## src/rtl/qam4_pkg.sv

```systemverilog
package qam4_pkg;
  // Rounded fixed-point sinc tap; center is the peak index, one is the value of 1.0
  function automatic int sinc_tap(input int n, input int center, input int sps, input int one);
    real t;
    real x;
    if ((n - center) % sps == 0) return (n == center) ? one : 0;
    t = real'(n - center) / real'(sps);
    x = 3.14159265358979 * t;
    return $rtoi($floor(real'(one) * $sin(x) / x + 0.5));
  endfunction
endpackage

```

## src/rtl/qam4_shaper.sv

```systemverilog
module qam4_shaper #(
  parameter int SPS    = 16,
  parameter int TAPS   = 16,
  parameter int COEF_W = 10,
  parameter int SUM_W  = 15,
  localparam int PH_W  = $clog2(SPS)
) (
  input  logic [PH_W-1:0]  phase,
  input  logic [TAPS-1:0]  live,   // slot holds a non-zero symbol
  input  logic [TAPS-1:0]  pos,    // slot amplitude +1 when set, -1 otherwise
  output logic signed [SUM_W-1:0] sum
);
  localparam int ONE    = 2 ** (COEF_W - 2);
  localparam int CENTER = SPS * TAPS / 2;

  logic signed [SUM_W-1:0] term [TAPS];

  for (genvar m = 0; m < TAPS; m++) begin : g_bank
    logic signed [COEF_W-1:0] bank [SPS];
    for (genvar p = 0; p < SPS; p++) begin : g_tap
      assign bank[p] = COEF_W'(qam4_pkg::sinc_tap(p + SPS * m, CENTER, SPS, ONE));
    end
    logic signed [SUM_W-1:0] c;
    assign c = SUM_W'(bank[phase]);
    assign term[m] = !live[m] ? '0 : (pos[m] ? c : -c);
  end

  always_comb begin
    sum = '0;
    for (int m = 0; m < TAPS; m++) sum = sum + term[m];
  end
endmodule

```

## src/rtl/qam4_mix_out.sv

```systemverilog
module qam4_mix_out #(
  parameter int SUM_W = 15,
  parameter int OUT_W = 8,
  parameter int SHIFT = 2
) (
  input  logic clk,
  input  logic rst,
  input  logic en,
  input  logic [1:0] quad,       // carrier quarter: sample index mod 4
  input  logic signed [SUM_W-1:0] i_sum,
  input  logic signed [SUM_W-1:0] q_sum,
  output logic [OUT_W-1:0] code
);
  localparam int MID  = 2 ** (OUT_W - 1);
  localparam int HI   = MID - 1;
  localparam int LO   = -MID;

  logic signed [SUM_W:0] mix;
  logic signed [SUM_W:0] scaled;
  int level;

  always_comb begin
    unique case (quad)
      2'd0: mix = (SUM_W+1)'(q_sum);
      2'd1: mix = (SUM_W+1)'(i_sum);
      2'd2: mix = -(SUM_W+1)'(q_sum);
      default: mix = -(SUM_W+1)'(i_sum);
    endcase
    scaled = mix >>> SHIFT;
    level  = int'(scaled);
    if (level > HI) level = HI;
    else if (level < LO) level = LO;
  end

  always_ff @(posedge clk) begin
    if (rst) code <= OUT_W'(MID);
    else if (en) code <= OUT_W'(level + MID);
  end
endmodule

```

## src/rtl/qam4_pulse_mod.sv

```systemverilog
module qam4_pulse_mod #(
  parameter int SPS    = 16,
  parameter int TAPS   = 16,
  parameter int COEF_W = 10,
  parameter int OUT_W  = 8,
  parameter int SHIFT  = 2
) (
  input  logic clk,
  input  logic rst,
  input  logic sample_en,
  input  logic sym_valid,
  input  logic [1:0] sym_bits,
  output logic sym_ready,
  output logic [OUT_W-1:0] dac_code
);
  localparam int PH_W  = $clog2(SPS);
  localparam int SUM_W = COEF_W + $clog2(TAPS) + 1;
  localparam logic [PH_W-1:0] LAST = PH_W'(SPS - 1);

  logic [PH_W-1:0] phase;
  logic [TAPS-1:0] live, i_pos, q_pos;
  logic signed [SUM_W-1:0] i_sum, q_sum;
  logic take;

  assign sym_ready = sample_en && (phase == LAST);
  assign take      = sym_ready && sym_valid;

  always_ff @(posedge clk) begin
    if (rst) begin
      phase <= '0;
      live  <= '0;
      i_pos <= '0;
      q_pos <= '0;
    end else if (sample_en) begin
      phase <= (phase == LAST) ? '0 : phase + 1'b1;
      if (phase == LAST) begin
        live  <= {live[TAPS-2:0], take};
        i_pos <= {i_pos[TAPS-2:0], take & sym_bits[1]};
        q_pos <= {q_pos[TAPS-2:0], take & sym_bits[0]};
      end
    end
  end

  qam4_shaper #(.SPS(SPS), .TAPS(TAPS), .COEF_W(COEF_W), .SUM_W(SUM_W)) u_shape_i (
    .phase(phase), .live(live), .pos(i_pos), .sum(i_sum));

  qam4_shaper #(.SPS(SPS), .TAPS(TAPS), .COEF_W(COEF_W), .SUM_W(SUM_W)) u_shape_q (
    .phase(phase), .live(live), .pos(q_pos), .sum(q_sum));

  qam4_mix_out #(.SUM_W(SUM_W), .OUT_W(OUT_W), .SHIFT(SHIFT)) u_mix (
    .clk(clk), .rst(rst), .en(sample_en), .quad(phase[1:0]),
    .i_sum(i_sum), .q_sum(q_sum), .code(dac_code));
endmodule

```

## config.mk

```make
export PLATFORM = sky130hd
export DESIGN_NAME = qam4_pulse_mod
export DESIGN_NICKNAME = d
export VERILOG_FILES = /design/src/rtl/qam4_pkg.sv /design/src/rtl/qam4_shaper.sv /design/src/rtl/qam4_mix_out.sv /design/src/rtl/qam4_pulse_mod.sv
export SDC_FILE = /design/constraint.sdc
export NUM_CORES = 1
export LEC_CHECK = 0
export ABC_AREA = 0
export ABC_CLOCK_PERIOD_IN_PS = 10750
export BUFFER_PORTS_ARGS = -buffer_cell sky130_fd_sc_hd__buf_2
export CAP_MARGIN = 20
export CORE_ASPECT_RATIO = 0.8
export CORE_UTILIZATION = 45
export DETAILED_ROUTE_END_ITERATION = 10
export PLACE_DENSITY = 0.59
export SYNTH_ARGS = -nofsm -noshare
export SYNTH_HDL_FRONTEND = slang
export SYNTH_HIERARCHICAL = 1
export SYNTH_SLANG_ARGS = --single-unit
```

## constraint.sdc

```tcl
create_clock -name clk -period 10.75 [get_ports clk]
set_input_delay 0 -clock clk [delete_from_list [all_inputs] [get_ports clk]]
set_output_delay 0 -clock clk [all_outputs]
set_load 0.05 [all_outputs]
```

**Word level (Yosys, flattened, before mapping)**

Memories as Yosys holds them, arrays and structs flattened.
Cells that the tools add are included.
Widths: inputs -> output; s select.

- Bitwise logic cells: 3
- $mul: 0
- Add/subtract/negate cells: 50
- Shifts and indexed selects: 0
- Muxes and demuxes: 100
- $lt $le $gt $ge: 3
- Reduce and logical (&&, ||, !) cells: 4
- Eq/ne operators: 3
- Divide/modulo/power cells: 0

Operators by type and width:

| operator | count |
|---|---|
| $mux 15 | 64 |
| $add 15x15->15 | 30 |
| $mux 10 | 32 |
| $neg 15->15 | 16 |
| $pmux 16 s3 | 1 |
| $neg 15->16 | 2 |
| $mux 8 | 2 |
| $gt 14x8->1 const B | 1 |
| $lt 14x8->1 const B | 1 |
| $add 8x8->8 const B | 1 |
| $ge 5x5->1 const B | 1 |
| $not 4->5 | 1 |
| $add 4x1->4 const B | 1 |
| $eq 4x4->1 const B | 1 |
| $mux 4 | 1 |
| $and 1x1->1 | 2 |
| $eq 2x1->1 const B | 1 |
| $eq 2x2->1 const B | 1 |
| $logic_and 1x1->1 | 2 |
| $logic_not 2->1 | 1 |
| $reduce_and 2->1 | 1 |

- Output and inout bits: 9
- Memories: 16
- Bits of input ports: 6
- Memory bits (writable): 0
- Bits in registers: 60
- Bits in latches: 0
- ROM bits: 2,560

Memories:

| memory | depth | bits a word | rd ports | clocked after memory_dff | write ports | RTL line | RTL |
|---|---|---|---|---|---|---|---|
| (no name shown) | 16 | 10 | 1 | 0 | 0 | qam4_shaper.sv:24 | `assign c = SUM_W'(bank[phase]);` |
| (no name shown) | 16 | 10 | 1 | 0 | 0 | qam4_shaper.sv:24 |  |
| (no name shown) | 16 | 10 | 1 | 0 | 0 | qam4_shaper.sv:24 |  |
| (no name shown) | 16 | 10 | 1 | 0 | 0 | qam4_shaper.sv:24 |  |
| (no name shown) | 16 | 10 | 1 | 0 | 0 | qam4_shaper.sv:24 |  |
| (no name shown) | 16 | 10 | 1 | 0 | 0 | qam4_shaper.sv:24 |  |
| +10 memories | -- | -- | -- | -- | -- | -- |  |

**Logic depth before layout (Yosys ltp)**

- Depth in word-level cells: 28
- Depth in mapped cells: 41
- Gate-level depth less buffers: 39

**Cells and area by module**

The synthesis kept the hierarchy.

Modules (own cells, without submodules):

| module | sequential area each (um2) | area each (um2) | cells an instance | times used |
|---|---|---|---|---|
| qam4_shaper at u_shape_q | 0.0 | 9,821.9 | 1,238 | 1 |
| qam4_shaper at u_shape_i | 0.0 | 9,635.5 | 1,246 | 1 |
| qam4_pulse_mod | 1,041.0 | 1,819.2 | 227 | 1 |
| qam4_mix_out | 160.2 | 1,219.9 | 167 | 1 |

**Worst setup path before layout**

Ideal clock, no wire load.

- Kind: register -> register
- From: register phase[0]
- To: register u_mix.code[1]
- Arrival: 9.545 ns
- Clock period less this slack: 9.677 ns
- Path buffers: 4
- Stages on the path, launching flop included: 35
- Slack: 1.073 ns
- Cell sequence: dfxtp_1 clkbuf_1 inv_1 ha_1 or3b_1 buf_6 clkinv_4 clkbuf_1 clkbuf_1 ha_1 a21oi_1 fa_1 fa_1 fa_1 fa_1 fa_1 inv_1 fa_1 inv_1 ha_1 nor2b_1 o21ai_0 a21boi_0 o21ai_1 a21oi_1 o21ai_1 or4b_2 a31oi_1 xnor2_1 inv_1 o311ai_1 a31oi_1 nor2_1 a31oi_1 o21ai_1

- Longest elaborated chain between the ends: 28
- Elaborated cells on any way between the ends: 170
- Classes of those cells: add/sub (49); order compare (2); eq/ne (2); mux (99); bitwise (1); reduce/logical (1); memory (16)

RTL lines:

| what | RTL line | RTL |
|---|---|---|
| start, declared | qam4_pulse_mod.sv:20 | `logic [PH_W-1:0] phase;` |
| start signal, assigned | qam4_pulse_mod.sv:35 | `phase <= (phase == LAST) ? '0 : phase + 1'b1;` |
| $not 4->5 (not written as such) (*) | qam4_shaper.sv:24 |  |
| $mem_v2 16x10 | -- |  |
| $mux 10 (not written as such) (2 in a row) | qam4_shaper.sv:24 |  |
| $neg 15->15 | qam4_shaper.sv:25 | `assign term[m] = !live[m] ? '0 : (pos[m] ? c : -c);` |
| $mux 15 (2 in a row) | qam4_shaper.sv:25 |  |
| $add 15x15->15 (14 in a row) | qam4_shaper.sv:30 | `for (int m = 0; m < TAPS; m++) sum = sum + term[m];` |
| $add 15x15->15 (*) | qam4_shaper.sv:30 |  |
| named net i_sum[14] | qam4_pulse_mod.sv:22 | `logic signed [SUM_W-1:0] i_sum, q_sum;` |
| $neg 15->16 | qam4_mix_out.sv:27 | `default: mix = -(SUM_W+1)'(i_sum);` |
| $pmux 16 s3 (*) | qam4_mix_out.sv:23 | `unique case (quad)` |
| $lt 14x8->1 | qam4_mix_out.sv:32 | `else if (level < LO) level = LO;` |
| $mux 8 | qam4_mix_out.sv:32 |  |
| $mux 8 (*) | qam4_mix_out.sv:31 | `if (level > HI) level = HI;` |
| $add 8x8->8 (*) | qam4_mix_out.sv:37 | `else if (en) code <= OUT_W'(level + MID);` |
| end signal, assigned | qam4_mix_out.sv:36 | `if (rst) code <= OUT_W'(MID);` |
| end signal, assigned | qam4_mix_out.sv:37 |  |
| end, declared | qam4_mix_out.sv:12 | `output logic [OUT_W-1:0] code` |

The timed path passes the listed nets; every way through them passes the cells marked *. The select of a mux whose other input is x is not followed.
A chain may end at the register's enable or synchronous reset.

**Worst setup path after layout**

- From: register phase[1]
- To: register u_mix.code[2]

The elaborated chain is that of the path after synthesis.

==> key figures <==
Pwr
  – Worst IR Drop VDD: 0.0840 mV
  – Static leakage: 10.2 nW
  – Power, Total: roughly 1.1 mW
  – Pwr Density: about 47 nW/µm²

Clocking
  – Deepest clock path buffer count: 2
  – Setup Fix Bufs, Post-CTS: 0
  – Clk sinks: 60
  – Clock Latency Late Sink: around 0.37 ns
  – Clock transition at path regs: 0.07 ns
  – CTS tree: built
  – CTS root buf: clkbuf_16
  – Maximum level of the CTS H-tree: 3
  – Num CTS Buffers: 9

Timing
  – Final setup vio count: 0
  – Setup tns final: 0 ns
  – Minimum clock period: approximately 10 ns
  – Rel. slew slack: ~37%
  – Final hold vios: 0
  – Tightest Pin Transition: ~0.94 ns
  – Layout Skew: roughly 0.016 ns
  – Max-slew violations: 0
  – Period utilisation layout: between 90% and 100%
  – FMAX: between 90 and 100 MHz
  – RSZ-0062 raised after global routing: false

Synth
  – Syn Nets: approximately 3400
  – Async set-reset flop share out of synthesis: 0%
  – FF+latch count, synth: 60
  – Synth cell types: 101
  – Main synth FF type: dfxtp_1
  – Register area share after synthesis: under 10%
  – Syn avg cell area: roughly 7.8 µm²
  – Gate Count Post-Synth: between 2000 and 3000
  – Yosys warns: 6
  – Synthesized cell area: between 20000 and 25000 µm²
  – Post-synth EDFFs: 0

Hold path
  – Hold Crit Class: in -> reg

Route
  – DRT antenna net count: 0
  – Via count: roughly 20000
  – Initial DRC Count: roughly 2100
  – DR WL/cell: between 20 and 25 µm
  – Drt drc: 0
  – Vias/cell: between 5 and 6
  – Total Wirelength: approximately 82000 µm
  – Drt first pass iters: 6

Place
  – Dpl cells: about 3500
  – Placer Congestion: 0.995
  – I/O Buffers: 14
  – Placed wire-length estimate: a little under 70000 µm

Floorplanning
  – FP Rows: between 70 and 80
  – Die Span Y: about 200 µm
  – Die area: roughly 51000 µm²
  – Core ar.: between 40000 and 50000 µm²
  – Die span in x: 252 µm
  – # IOs: 15
  – Initial Utilization: around 46%

Run status
  – Status: completed

Flow run
  – Max-cap violations: 0

Global route
  – Global route overflow: 0
  – Global-route wire length before repair: about 120000 µm
  – Largest net degree at the start of global routing: 85
  – Overall routing resource usage: between 30% and 40%
  – Initial antenna violation count: 1
  – Vias in the first global route: about 19000

Setup path
  – Critical path fanouts, max: 16
  – Crit Path Class: reg -> reg
  – Critical path's largest stage delay: ~0.65 ns
  – Worst endpoint required time: roughly 11 ns
  – CP Launch Type: register
  – Crit path capture type: register
  – Slowest CP cell: a31oi_1
  – Cell mode on critical path: fa_1
  – Crit path DAT: slightly above 10 ns

Cells and area
  – Filler-free cell count of the finished design: around 3500
  – P&R area growth vs syn: 4.47%
  – Fin nets: approximately 3300
  – N_diodes: 0
  – Highest-count cells in the layout ignoring fill and taps: 494 x inv_1, 360 x fa_1, 343 x nand2_1
  – Most common cell after layout, fill and taps aside: inv_1
  – Fraction of layout cells with a size suffix above 1: approximately 5.7%
flip-flops by register name, indices dropped and copies added, names as in the netlist:
register    flops
i_pos          16
live           16
phase           4
q_pos          16
u_mix/code      8
synthesized netlist by cell type, types with 36 or more instances:
cell      number  area (µm²)
nor3_1        36         180
nand2_1      343        1290
a21oi_1      173         866
nand3_1       63         315
dfxtp_1       60        1200
a31oi_1       50         313
and2_1        39         244
nor2b_1       40         250
buf_2         39         195
inv_1        494        1850
nor2_1       179         672
xor2_1        44         385
xnor2_1      118        1030
and3_1        39         244
fa_1         360        7210
ha_1         135        1690
nand2b_1      48         300
clkbuf_1      66         248
o21ai_0      167         836
final timing paths:
| check | start | end | slack (ns) | depth (start not counted) |
|---|---|---|---|---|
| worst min-delay path | sample_en | phase[0] | 0.1 | 3 |
| worst max-delay path | phase[1] | u_mix/code[2] | 0.60 | 32 |
| worst min register to register | u_mix/code[1] | u_mix/code[1] | 0.45 | 2 |
| worst max register to register | phase[1] | u_mix/code[2] | 0.60 | 32 |
through the flow:
step | cell area [µm²] | hold WS, ns | util [%] | setup WS, ns
after CTS | 23500 | 0.0775 | 48.1 | 0.413
after global routing | 23500 | 0.118 | 48.1 | 0.00168
after detailed placement | 23100 | 0.275 | 47.4 | 0.430
after floorplan | 22500 | 0.0785 | - | 1.07
final | 23500 | 0.0983 | 48.1 | 0.599
after global placement | 23100 | 0.270 | 47.4 | 0.706
final cells by class:
| class | instances | area (µm²) |
|---|---|---|
| sequential | 60 | 1210 |
| multi-input combinational | 2188 | 18800 |
| tap | 666 | 833 |
| clock inverter | 4 | 22.5 |
| inverter | 502 | 1890 |
| timing repair buffer | 58 | 445 |
| clock buffer | 11 | 264 |
| fill | 4911 | 25300 |
repair_timing:
action,4_1_cts,5_1_grt
gates resized for setup,0,7
hold endpoints to repair,3,0
endpoints found under the setup margin,0,7
hold buffers,3,0
routing by layer:
metal / vias to the layer above / share of wire (%) / GRT usage [%]
met2: 925 / 37 / 42.1
met3: 50 / 12 / 9.29
met1: 9705 / 50 / 52.8
li1: 9164 / - / -
met4: 0 / 0.88 / 3.51
met5: - / 0 / 0
where the power goes:
group,switching [mW],internal [mW],leakage [nW]
clock,0.132,0.174,0.142
sequential,0.00318,0.224,0.486
combinational,0.368,0.197,9.61
logic make-up after synthesis:
group           after synthesis  synth area share [%]
fa+ha+maj                   495                  39.5
simple gates                888                  18.9
xor+xnor                    166                  6.65
flops                        60                  5.34
buf+inv                     630                  11.1
compound gates              606                  16.9
mux                          33                  1.55
critical path, delay by kind of cell (launching register included):
kind / cells / cell delay [ns]
AO/OA/AOI/OAI: 8 / 2.04
XOR/XNOR: 1 / 0.27
adder cells (fa/ha/maj): 10 / 4.78
buffers and inverters: 4 / 0.31
flip-flops: 1 / 0.52
multiplexers: 1 / 0.18
AND/OR/NAND/NOR: 8 / 1.90
(Power assumes the default switching activity.)
